## src/rtl/xip_pkg.sv

```systemverilog
package xip_pkg;
    typedef enum logic [3:0] {
        ST_IDLE,
        ST_CMD_GO,
        ST_CMD_WAIT,
        ST_ADR_GO,
        ST_ADR_WAIT,
        ST_DAT_GO,
        ST_DAT_WAIT,
        ST_ACK,
        ST_HOLD
    } xip_state_e;
endpackage

```

## src/rtl/xip_page_match.sv

```systemverilog
module xip_page_match #(
    parameter int PAGE_W = 4
) (
    input  logic              enable,
    input  logic [PAGE_W-1:0] addr_top,
    input  logic [PAGE_W-1:0] page,
    output logic              hit
);
    always_comb hit = enable && (addr_top == page);
endmodule

```

## src/rtl/xip_word_asm.sv

```systemverilog
module xip_word_asm #(
    parameter int LANES = 4
) (
    input  logic               clk,
    input  logic               rst_n,
    input  logic               clear,
    input  logic               load,
    input  logic [7:0]         rx_byte,
    output logic [8*LANES-1:0] word,
    output logic               last
);
    localparam int IDX_W = (LANES > 1) ? $clog2(LANES) : 1;

    logic [IDX_W-1:0] idx_q;

    always_ff @(posedge clk or negedge rst_n) begin
        if (!rst_n)      idx_q <= '0;
        else if (clear)  idx_q <= '0;
        else if (load)   idx_q <= last ? '0 : idx_q + 1'b1;
    end

    always_comb last = (idx_q == IDX_W'(LANES - 1));

    for (genvar g = 0; g < LANES; g++) begin : g_lane
        always_ff @(posedge clk or negedge rst_n) begin
            if (!rst_n)                             word[8*g +: 8] <= 8'h00;
            else if (load && idx_q == IDX_W'(g))    word[8*g +: 8] <= rx_byte;
        end
    end
endmodule

```

## src/rtl/xip_gap_timer.sv

```systemverilog
module xip_gap_timer #(
    parameter int GAP_LIMIT = 16
) (
    input  logic clk,
    input  logic rst_n,
    input  logic run,
    output logic expired
);
    localparam int CNT_W = $clog2(GAP_LIMIT + 1);

    logic [CNT_W-1:0] cnt_q;

    always_ff @(posedge clk or negedge rst_n) begin
        if (!rst_n)        cnt_q <= '0;
        else if (!run)     cnt_q <= '0;
        else if (!expired) cnt_q <= cnt_q + 1'b1;
    end

    always_comb expired = (cnt_q == CNT_W'(GAP_LIMIT));
endmodule

```

## src/rtl/xip_fetch_ctrl.sv

```systemverilog
module xip_fetch_ctrl
    import xip_pkg::*;
#(
    parameter int GAP_LIMIT = 16
) (
    input  logic        clk,
    input  logic        rst_n,
    input  logic        cfg_xip_en,
    input  logic        cfg_burst_en,
    input  logic [3:0]  cfg_page,
    input  logic [1:0]  cfg_addr_bytes_m1,
    input  logic [7:0]  cfg_read_cmd,
    input  logic        bus_req,
    input  logic [31:0] bus_addr,
    output logic        bus_ack,
    output logic [31:0] bus_rdata,
    output logic        spi_cs,
    output logic        spi_go,
    output logic [7:0]  spi_tx,
    input  logic        spi_done,
    input  logic [7:0]  spi_rx
);
    localparam int ADDR_W   = 32;
    localparam int PAGE_W   = 4;
    localparam int LANES    = 4;
    localparam int WORD_INC = LANES;

    xip_state_e        state_q, state_d;
    logic [ADDR_W-1:0] addr_q;
    logic [1:0]        abyte_q;
    logic              hit, seq_hit, asm_last, gap_expired;

    xip_page_match #(.PAGE_W(PAGE_W)) u_match (
        .enable   (cfg_xip_en),
        .addr_top (bus_addr[ADDR_W-1 -: PAGE_W]),
        .page     (cfg_page),
        .hit      (hit)
    );

    xip_word_asm #(.LANES(LANES)) u_asm (
        .clk     (clk),
        .rst_n   (rst_n),
        .clear   (state_q == ST_IDLE),
        .load    (state_q == ST_DAT_WAIT && spi_done),
        .rx_byte (spi_rx),
        .word    (bus_rdata),
        .last    (asm_last)
    );

    xip_gap_timer #(.GAP_LIMIT(GAP_LIMIT)) u_gap (
        .clk     (clk),
        .rst_n   (rst_n),
        .run     (state_q == ST_HOLD && !bus_req),
        .expired (gap_expired)
    );

    always_comb seq_hit = hit && (bus_addr == addr_q + ADDR_W'(WORD_INC));

    // next-state logic
    always_comb begin
        state_d = state_q;
        unique case (state_q)
            ST_IDLE:     if (bus_req && hit) state_d = ST_CMD_GO;
            ST_CMD_GO:   state_d = ST_CMD_WAIT;
            ST_CMD_WAIT: if (spi_done) state_d = ST_ADR_GO;
            ST_ADR_GO:   state_d = ST_ADR_WAIT;
            ST_ADR_WAIT: if (spi_done) state_d = (abyte_q == 2'd0) ? ST_DAT_GO : ST_ADR_GO;
            ST_DAT_GO:   state_d = ST_DAT_WAIT;
            ST_DAT_WAIT: if (spi_done) state_d = asm_last ? ST_ACK : ST_DAT_GO;
            ST_ACK:      state_d = cfg_burst_en ? ST_HOLD : ST_IDLE;
            ST_HOLD: begin
                if (!cfg_xip_en || !cfg_burst_en || gap_expired) state_d = ST_IDLE;
                else if (bus_req) state_d = seq_hit ? ST_DAT_GO : ST_IDLE;
            end
            default:     state_d = ST_IDLE;
        endcase
    end

    // state register and datapath registers
    always_ff @(posedge clk or negedge rst_n) begin
        if (!rst_n) begin
            state_q <= ST_IDLE;
            addr_q  <= '0;
            abyte_q <= '0;
        end else begin
            state_q <= state_d;
            if ((state_q == ST_IDLE && bus_req && hit) ||
                (state_q == ST_HOLD && state_d == ST_DAT_GO))
                addr_q <= bus_addr;
            if (state_q == ST_CMD_WAIT && spi_done)
                abyte_q <= cfg_addr_bytes_m1;
            else if (state_q == ST_ADR_WAIT && spi_done && abyte_q != 2'd0)
                abyte_q <= abyte_q - 1'b1;
        end
    end

    // outputs
    always_comb begin
        spi_go  = 1'b0;
        spi_tx  = 8'h00;
        bus_ack = 1'b0;
        spi_cs  = (state_q != ST_IDLE);
        unique case (state_q)
            ST_CMD_GO: begin spi_go = 1'b1; spi_tx = cfg_read_cmd; end
            ST_ADR_GO: begin spi_go = 1'b1; spi_tx = addr_q[{abyte_q, 3'b000} +: 8]; end
            ST_DAT_GO: begin spi_go = 1'b1; spi_tx = 8'h00; end
            ST_ACK:    bus_ack = 1'b1;
            default:   ;
        endcase
    end
endmodule

```

## config.mk

```make
export PLATFORM = sky130hd
export DESIGN_NAME = xip_fetch_ctrl
export DESIGN_NICKNAME = d
export VERILOG_FILES = /design/src/rtl/xip_pkg.sv /design/src/rtl/xip_page_match.sv /design/src/rtl/xip_word_asm.sv /design/src/rtl/xip_gap_timer.sv /design/src/rtl/xip_fetch_ctrl.sv
export SDC_FILE = /design/constraint.sdc
export NUM_CORES = 1
export LEC_CHECK = 0
export ABC_AREA = 1
export BUFFER_PORTS_ARGS = -buffer_cell sky130_fd_sc_hd__buf_2
export CORE_MARGIN = 5
export CORE_UTILIZATION = 38
export DETAILED_ROUTE_END_ITERATION = 8
export GPL_TIMING_DRIVEN = 0
export PLACE_DENSITY_LB_ADDON = 0.12
export SYNTH_ARGS = -nofsm -noshare
export SYNTH_HDL_FRONTEND = slang
export SYNTH_HIERARCHICAL = 1
export SYNTH_SLANG_ARGS = --single-unit
```

## constraint.sdc

```tcl
create_clock -name clk -period 3.1 [get_ports clk]
set_clock_uncertainty 0.2 [all_clocks]
set_input_delay 0.465 -clock clk [delete_from_list [all_inputs] [get_ports clk]]
set_output_delay 0.465 -clock clk [all_outputs]
set_load 0.02 [all_outputs]
```

# ---- Word-level counts from Yosys, hierarchy flattened
# Index checks and enable logic that the tools add are counted.
dict set report totals {
  regBits 77
  input_bits 60
  wordCells 80
}
dict set report op_classes {
  add_sub_neg 4
  eq_ne 16
  n_shift 1
  mux 21
  reduce_logical 29
}
# cell n
set op_table {}
lappend op_table {{case mux 4 bit (9 select lines)} 1}
lappend op_table {{adder 32 x 3 -> 32 bit, second input constant} 1}
lappend op_table {{equality test 32 bit} 1}
lappend op_table {{variable part select 32 x 6 -> 8 bit} 1}
lappend op_table {{2-to-1 mux 4 bit} 7}
lappend op_table {{equality test 4 x 3 -> 1 bit, second input constant} 5}
lappend op_table {{case mux 8 bit (2 select lines)} 1}
lappend op_table {{logical AND 1 bit} 15}
lappend op_table {{2-to-1 mux 2 bit} 6}
lappend op_table {{2-to-1 mux 5 bit} 2}
lappend op_table {{equality test 4 x 2 -> 1 bit, second input constant} 2}
lappend op_table {{2-to-1 mux 3 bit} 2}
lappend op_table {{nonzero test 2 bit} 3}
lappend op_table {{adder 5 x 1 -> 5 bit, second input constant} 1}
lappend op_table {{equality test 5 bit, second input constant} 1}
lappend op_table {{equality test 2 bit, second input constant} 2}
lappend op_table {{equality test 4 x 1 -> 1 bit, second input constant} 1}
lappend op_table {{equality test 4 bit} 1}
lappend op_table {{equality test 4 bit, second input constant} 1}
lappend op_table {{logical NOT 2 bit} 2}
lappend op_table {{logical NOT 4 bit} 1}
lappend op_table {{nonzero test 4 bit} 1}
lappend op_table {{logical NOT 1 bit} 3}
lappend op_table {{logical OR 1 bit} 3}
lappend op_table {{6 further kinds} 7}

# ---- Longest topological paths before layout
dict set report depth {
  depth_word 10
  mapped_depth 22
  depth_no_buf 21
}

# ---- Cells and area by module
# Netlist, hierarchy kept.
# mod instances cells_per_inst area_each_um2
set by_module_without_submodules {}
lappend by_module_without_submodules {xip_fetch_ctrl 1 648 3746.1}
lappend by_module_without_submodules {xip_word_asm 1 129 1386.3}
lappend by_module_without_submodules {xip_gap_timer 1 36 277.8}
lappend by_module_without_submodules {xip_page_match 1 20 86.3}

# ---- Least setup slack after synthesis
# No wires, ideal clock.
dict set report synth_path {
  kind {reg2reg}
  from {register addr_q[2]}
  to {register addr_q[10]}
  setup_ns 0.117
  arrival_time_ns 1.932
  path_slack_ns 0.851
  stages_incl_launch_ff 18
  path_buffers 1
  path_cell_list {dfrtp_1 ha_1 nand2_2 nor2_4 nand2_2 nor2_1 nand2_1 nand2_1 nand2_1 nand2_1 nand2_1 nor2_2 nand3_2 inv_2 nand2_2 buf_6 nand3_1 nand2_1}
}
dict set report synth_between {
  elab_chain_cells 10
}
# item line
set synth_lines {}
lappend synth_lines {{from (decl)} xip_fetch_ctrl.sv:29} ;# logic [ADDR_W-1:0] addr_q;
lappend synth_lines {{from (signal assigned)} xip_fetch_ctrl.sv:89} ;# addr_q <= bus_addr;
lappend synth_lines {{adder 32 x 3 -> 32 bit} xip_fetch_ctrl.sv:57} ;# always_comb seq_hit = hit && (bus_addr == addr_q + ADDR_W'(WORD_INC));
lappend synth_lines {{equality test 32 bit} xip_fetch_ctrl.sv:57}
lappend synth_lines {{logical AND 1 bit} xip_fetch_ctrl.sv:57}
lappend synth_lines {{2-to-1 mux 3 bit} xip_fetch_ctrl.sv:73} ;# else if (bus_req) state_d = seq_hit ? ST_DAT_GO : ST_IDLE;
lappend synth_lines {{2-to-1 mux 4 bit} xip_fetch_ctrl.sv:73}
lappend synth_lines {{2-to-1 mux 4 bit} xip_fetch_ctrl.sv:72} ;# if (!cfg_xip_en || !cfg_burst_en || gap_expired) state_d = ST_IDLE;
lappend synth_lines {{case mux 4 bit (9 select lines)} xip_fetch_ctrl.sv:62} ;# unique case (state_q)
lappend synth_lines {{equality test 4 x 3 -> 1 bit} xip_fetch_ctrl.sv:88} ;# (state_q == ST_HOLD && state_d == ST_DAT_GO))
lappend synth_lines {{logical AND 1 bit} xip_fetch_ctrl.sv:88}
lappend synth_lines {{logical OR 1 bit} xip_fetch_ctrl.sv:87} ;# if ((state_q == ST_IDLE && bus_req && hit) ||
# No other way between the ends.
# A chain may end at the register's enable or synchronous reset.

# ---- Worst setup path in the final report
dict set report layout_path {
  from {register state_q[3]}
  to {output port spi_tx[3]}
}
dict set report layout_between {
  elab_chain_cells 2
  elab_cells_between_ends 3
  cone_classes {eq/ne: 2; mux: 1}
}
# item line
set layout_lines {}
lappend layout_lines {{from (decl)} xip_fetch_ctrl.sv:28} ;# xip_state_e state_q, state_d;
lappend layout_lines {{from (signal assigned)} xip_fetch_ctrl.sv:86} ;# state_q <= state_d;
lappend layout_lines {{equality test 4 x 2 -> 1 bit or equality test 4 x 1 -> 1 bit (tied branches)} xip_fetch_ctrl.sv:103} ;# unique case (state_q)
lappend layout_lines {{case mux 8 bit (2 select lines) *} xip_fetch_ctrl.sv:103}
lappend layout_lines {{to (decl)} xip_fetch_ctrl.sv:19} ;# output logic [7:0] spi_tx,
# Mark *: on every way between the ends. The rest lies on a longest branch, timed or not.

==> flow_summary.ini <==
[placed_design]
hpwl_um = 13200
port_buffers = 102
gp_congestion = 0.902
preCtsSetupSlack_ps = 70.9

[grt]
grt_max_degree = 61
antenna_found_initial = 0
grt_pass1_wl_um = 26700
grt_pass1_vias = 5228
grt.overflow.total = 0
gr-usage-all-layers = 0.203

[route]
drt_iter0_drc = 345
drc = 0
wirelength_um = 16600
drtPass1Iterations = 5
vias = 5470
via_per_inst = 4.81
ant_nets = 0
wl_per_cell_um = 14.6

[synth]
synth_top_area_frac = 0.351
muxShareOfSynthArea = 0
synthAdderAreaFrac = 0.0182
synthSimpleGateAreaFrac = 0.413
synth_area_leaders = dfrtp_1 35%, nand2_1 20%, nand3_1 8.2%
yosysWarningCount = 6
ys_top_cells_by_count = 293 x nand2_1, 103 x inv_1, 90 x nand3_1, 80 x nor2_1, 77 x dfrtp_1
synth_enable_flop_cells = 0
synth.avg_cell_area_sq_um = 6.60
async_flop_share = 1.00
syn-num-nets = 901
ys_seq_elements = 77
yosysSeqAreaShare = 0.351
ys_types = 35
synth_top_family_by_area = simple AND/OR/NAND/NOR gates
post-synth-top-count-cell = nand2_1
synth_xor_area_frac = 0.0223
synth_ff_type = dfrtp_1
synth_compound_area_frac = 0.0908
synth_area_leader_cell = dfrtp_1
syn-cell-area_sq_um = 5500
syn_inst = 833

[floorplan]
coreArea_sq_um = 14400
dieArea_sq_um = 17000
die_y_um = 130
die_w_um = 130
row_count = 44
io_pins = 103
initial_utilization = 0.383

[cells_and_area]
fin_nets = 1016
insertedDiodeCount = 0
fill_cells = 1548
area_growth_pct = 19.5
layout-drive-gt1-share = 0.199

[setup_path]
cp_top_family = simple AND/OR/NAND/NOR gates
end_kind = output port
slowest_stage = nor2_1
path_cells = nor2_1 -> inv_1 -> nor2_2 -> o21ai_0 -> nand2_1 -> buf_2
start_kind = register
critPathBufInv = 2
crit_type = reg -> out
cp.required_ps = 2430
cp.arrival_ps = 2300
crit_fanout = 10
critical-path-max-stage-delay_ps = 480

[sta]
post-route-min-period_ps = 2970
setup_viol = 0
holdWs_ps = 126
worst_pin_slew_ps = 831
setup_slack_ps = 133
rsz0062_at_grt = no
fin_crit_sh = 0.957
slew_viol_final = 0
hold_viol_final = 0
slew_headroom = 0.442
max_freq_mhz = 337
setup-tns-final_ps = 0

[worst_hold_path]
hold_class = in -> reg

[power_and_ir_drop]
p_per_area_nw_per_um2 = 718
power.total_mw = 4.72
p_leak_nw = 3.57
ir_drop_uv = 390

[clock_tree]
cts_tree = built
clockBufferDepth = 2
clock_latency_ps = 350
htree_levels = 3
cts_setup_buffers = 0
cts-root-buf = clkbuf_16
cts_made_buffers = 9
clkSinkCount = 77
clkSlewWorstSetupHoldPaths_ps = 70

[status]
outcome = finished, final reports clean

[job]
drv_cap = 0
==> registers in the layout (all words and copies together), names as in the netlist <==
name and cells:
u_asm/word 32, u_asm/idx_q 2, state_q 4, u_gap/cnt_q 5
addr_q 32, abyte_q 2
==> worst register-to-register path: cells and delay by family (launching register included) <==
kind	cells	cell delay, ps
flops	1	440
simple gates	11	1380
fa+ha+maj	1	260
compound gates	1	280
buf+inv	1	210
==> logic make-up after synthesis <==
| kind of cell | count (synthesis) |
|---|---|
| simple gates | 520 |
| buf+inv | 133 |
| compound gates | 81 |
| flops | 77 |
| xor+xnor | 14 |
| fa+ha+maj | 8 |
==> final cells by class <==
class / count / area [sq um] / area share
multi-input cells: 623 / 3000 / 0.456
flip-flops and latches: 77 / 1930 / 0.293
inverters: 115 / 432 / 0.0657
plain buffers: 18 / 144 / 0.0219
clock inverters: 7 / 65.1 / 0.00990
clock buffers: 9 / 225 / 0.0343
well taps: 184 / 230 / 0.0350
repair buffers: 104 / 551 / 0.0838
==> layout by cell type (no fill, tap or decap), types with 9 or more instances in the layout <==
cell type,Yosys,final
nor2_1,80,79
o21ai_1,18,18
nand2_2,11,11
o21ai_0,22,22
inv_2,10,10
nor2_2,9,10
inv_1,103,103
o21ai_2,16,16
buf_2,1,102
a21oi_1,18,18
nand3_1,90,90
nand2_1,293,293
buf_6,10,10
dfrtp_1,77,77
clkbuf_16,0,9
==> final timing paths <==
kind / start / end / slack, ps / cells after the start
worst min register to register: u_asm/word[22] / u_asm/word[22] / 280 / 2
min in group asynchronous: rst_n / addr_q[11] / 330 / 2
max in group asynchronous: rst_n / addr_q[30] / 1770 / 3
worst max-delay path: state_q[3] / spi_tx[3] / 130 / 6
worst max register to register: addr_q[3] / addr_q[25] / 280 / 14
worst min-delay path: bus_addr[14] / addr_q[14] / 130 / 3
==> repair_timing <==
action	in CTS	in global routing
gates resized for setup	1	0
hold buffers	1	0
endpoints found under the setup margin	5	0
endpoints found under the hold margin	17	0
==> layer usage <==
| metal | global-route usage | part of all wire | up-vias |
|---|---|---|---|
| met2 | 0.313 | 0.44 | 130 |
| met5 | 0 | 0 | - |
| met1 | 0.279 | 0.47 | 2469 |
| li1 | - | - | 2849 |
| met4 | 0.0764 | 0.026 | 0 |
| met3 | 0.0471 | 0.058 | 22 |
==> per-stage QoR <==
stage,std cells,area [sq um],utilization
final,1137,6570,0.457
after CTS,1137,6570,0.457
after floorplan,833,5500,-
after global routing,1137,6570,0.457
after global placement,1119,6240,0.434
after detailed placement,1120,6270,0.436
==> power breakdown <==
part	switching [mW]	internal [mW]
Combinational	1.25	0.701
Sequential	0.397	1.31
Clock	0.494	0.564
Total	2.14	2.58
No activity file was read; power rests on OpenSTA's default activity.
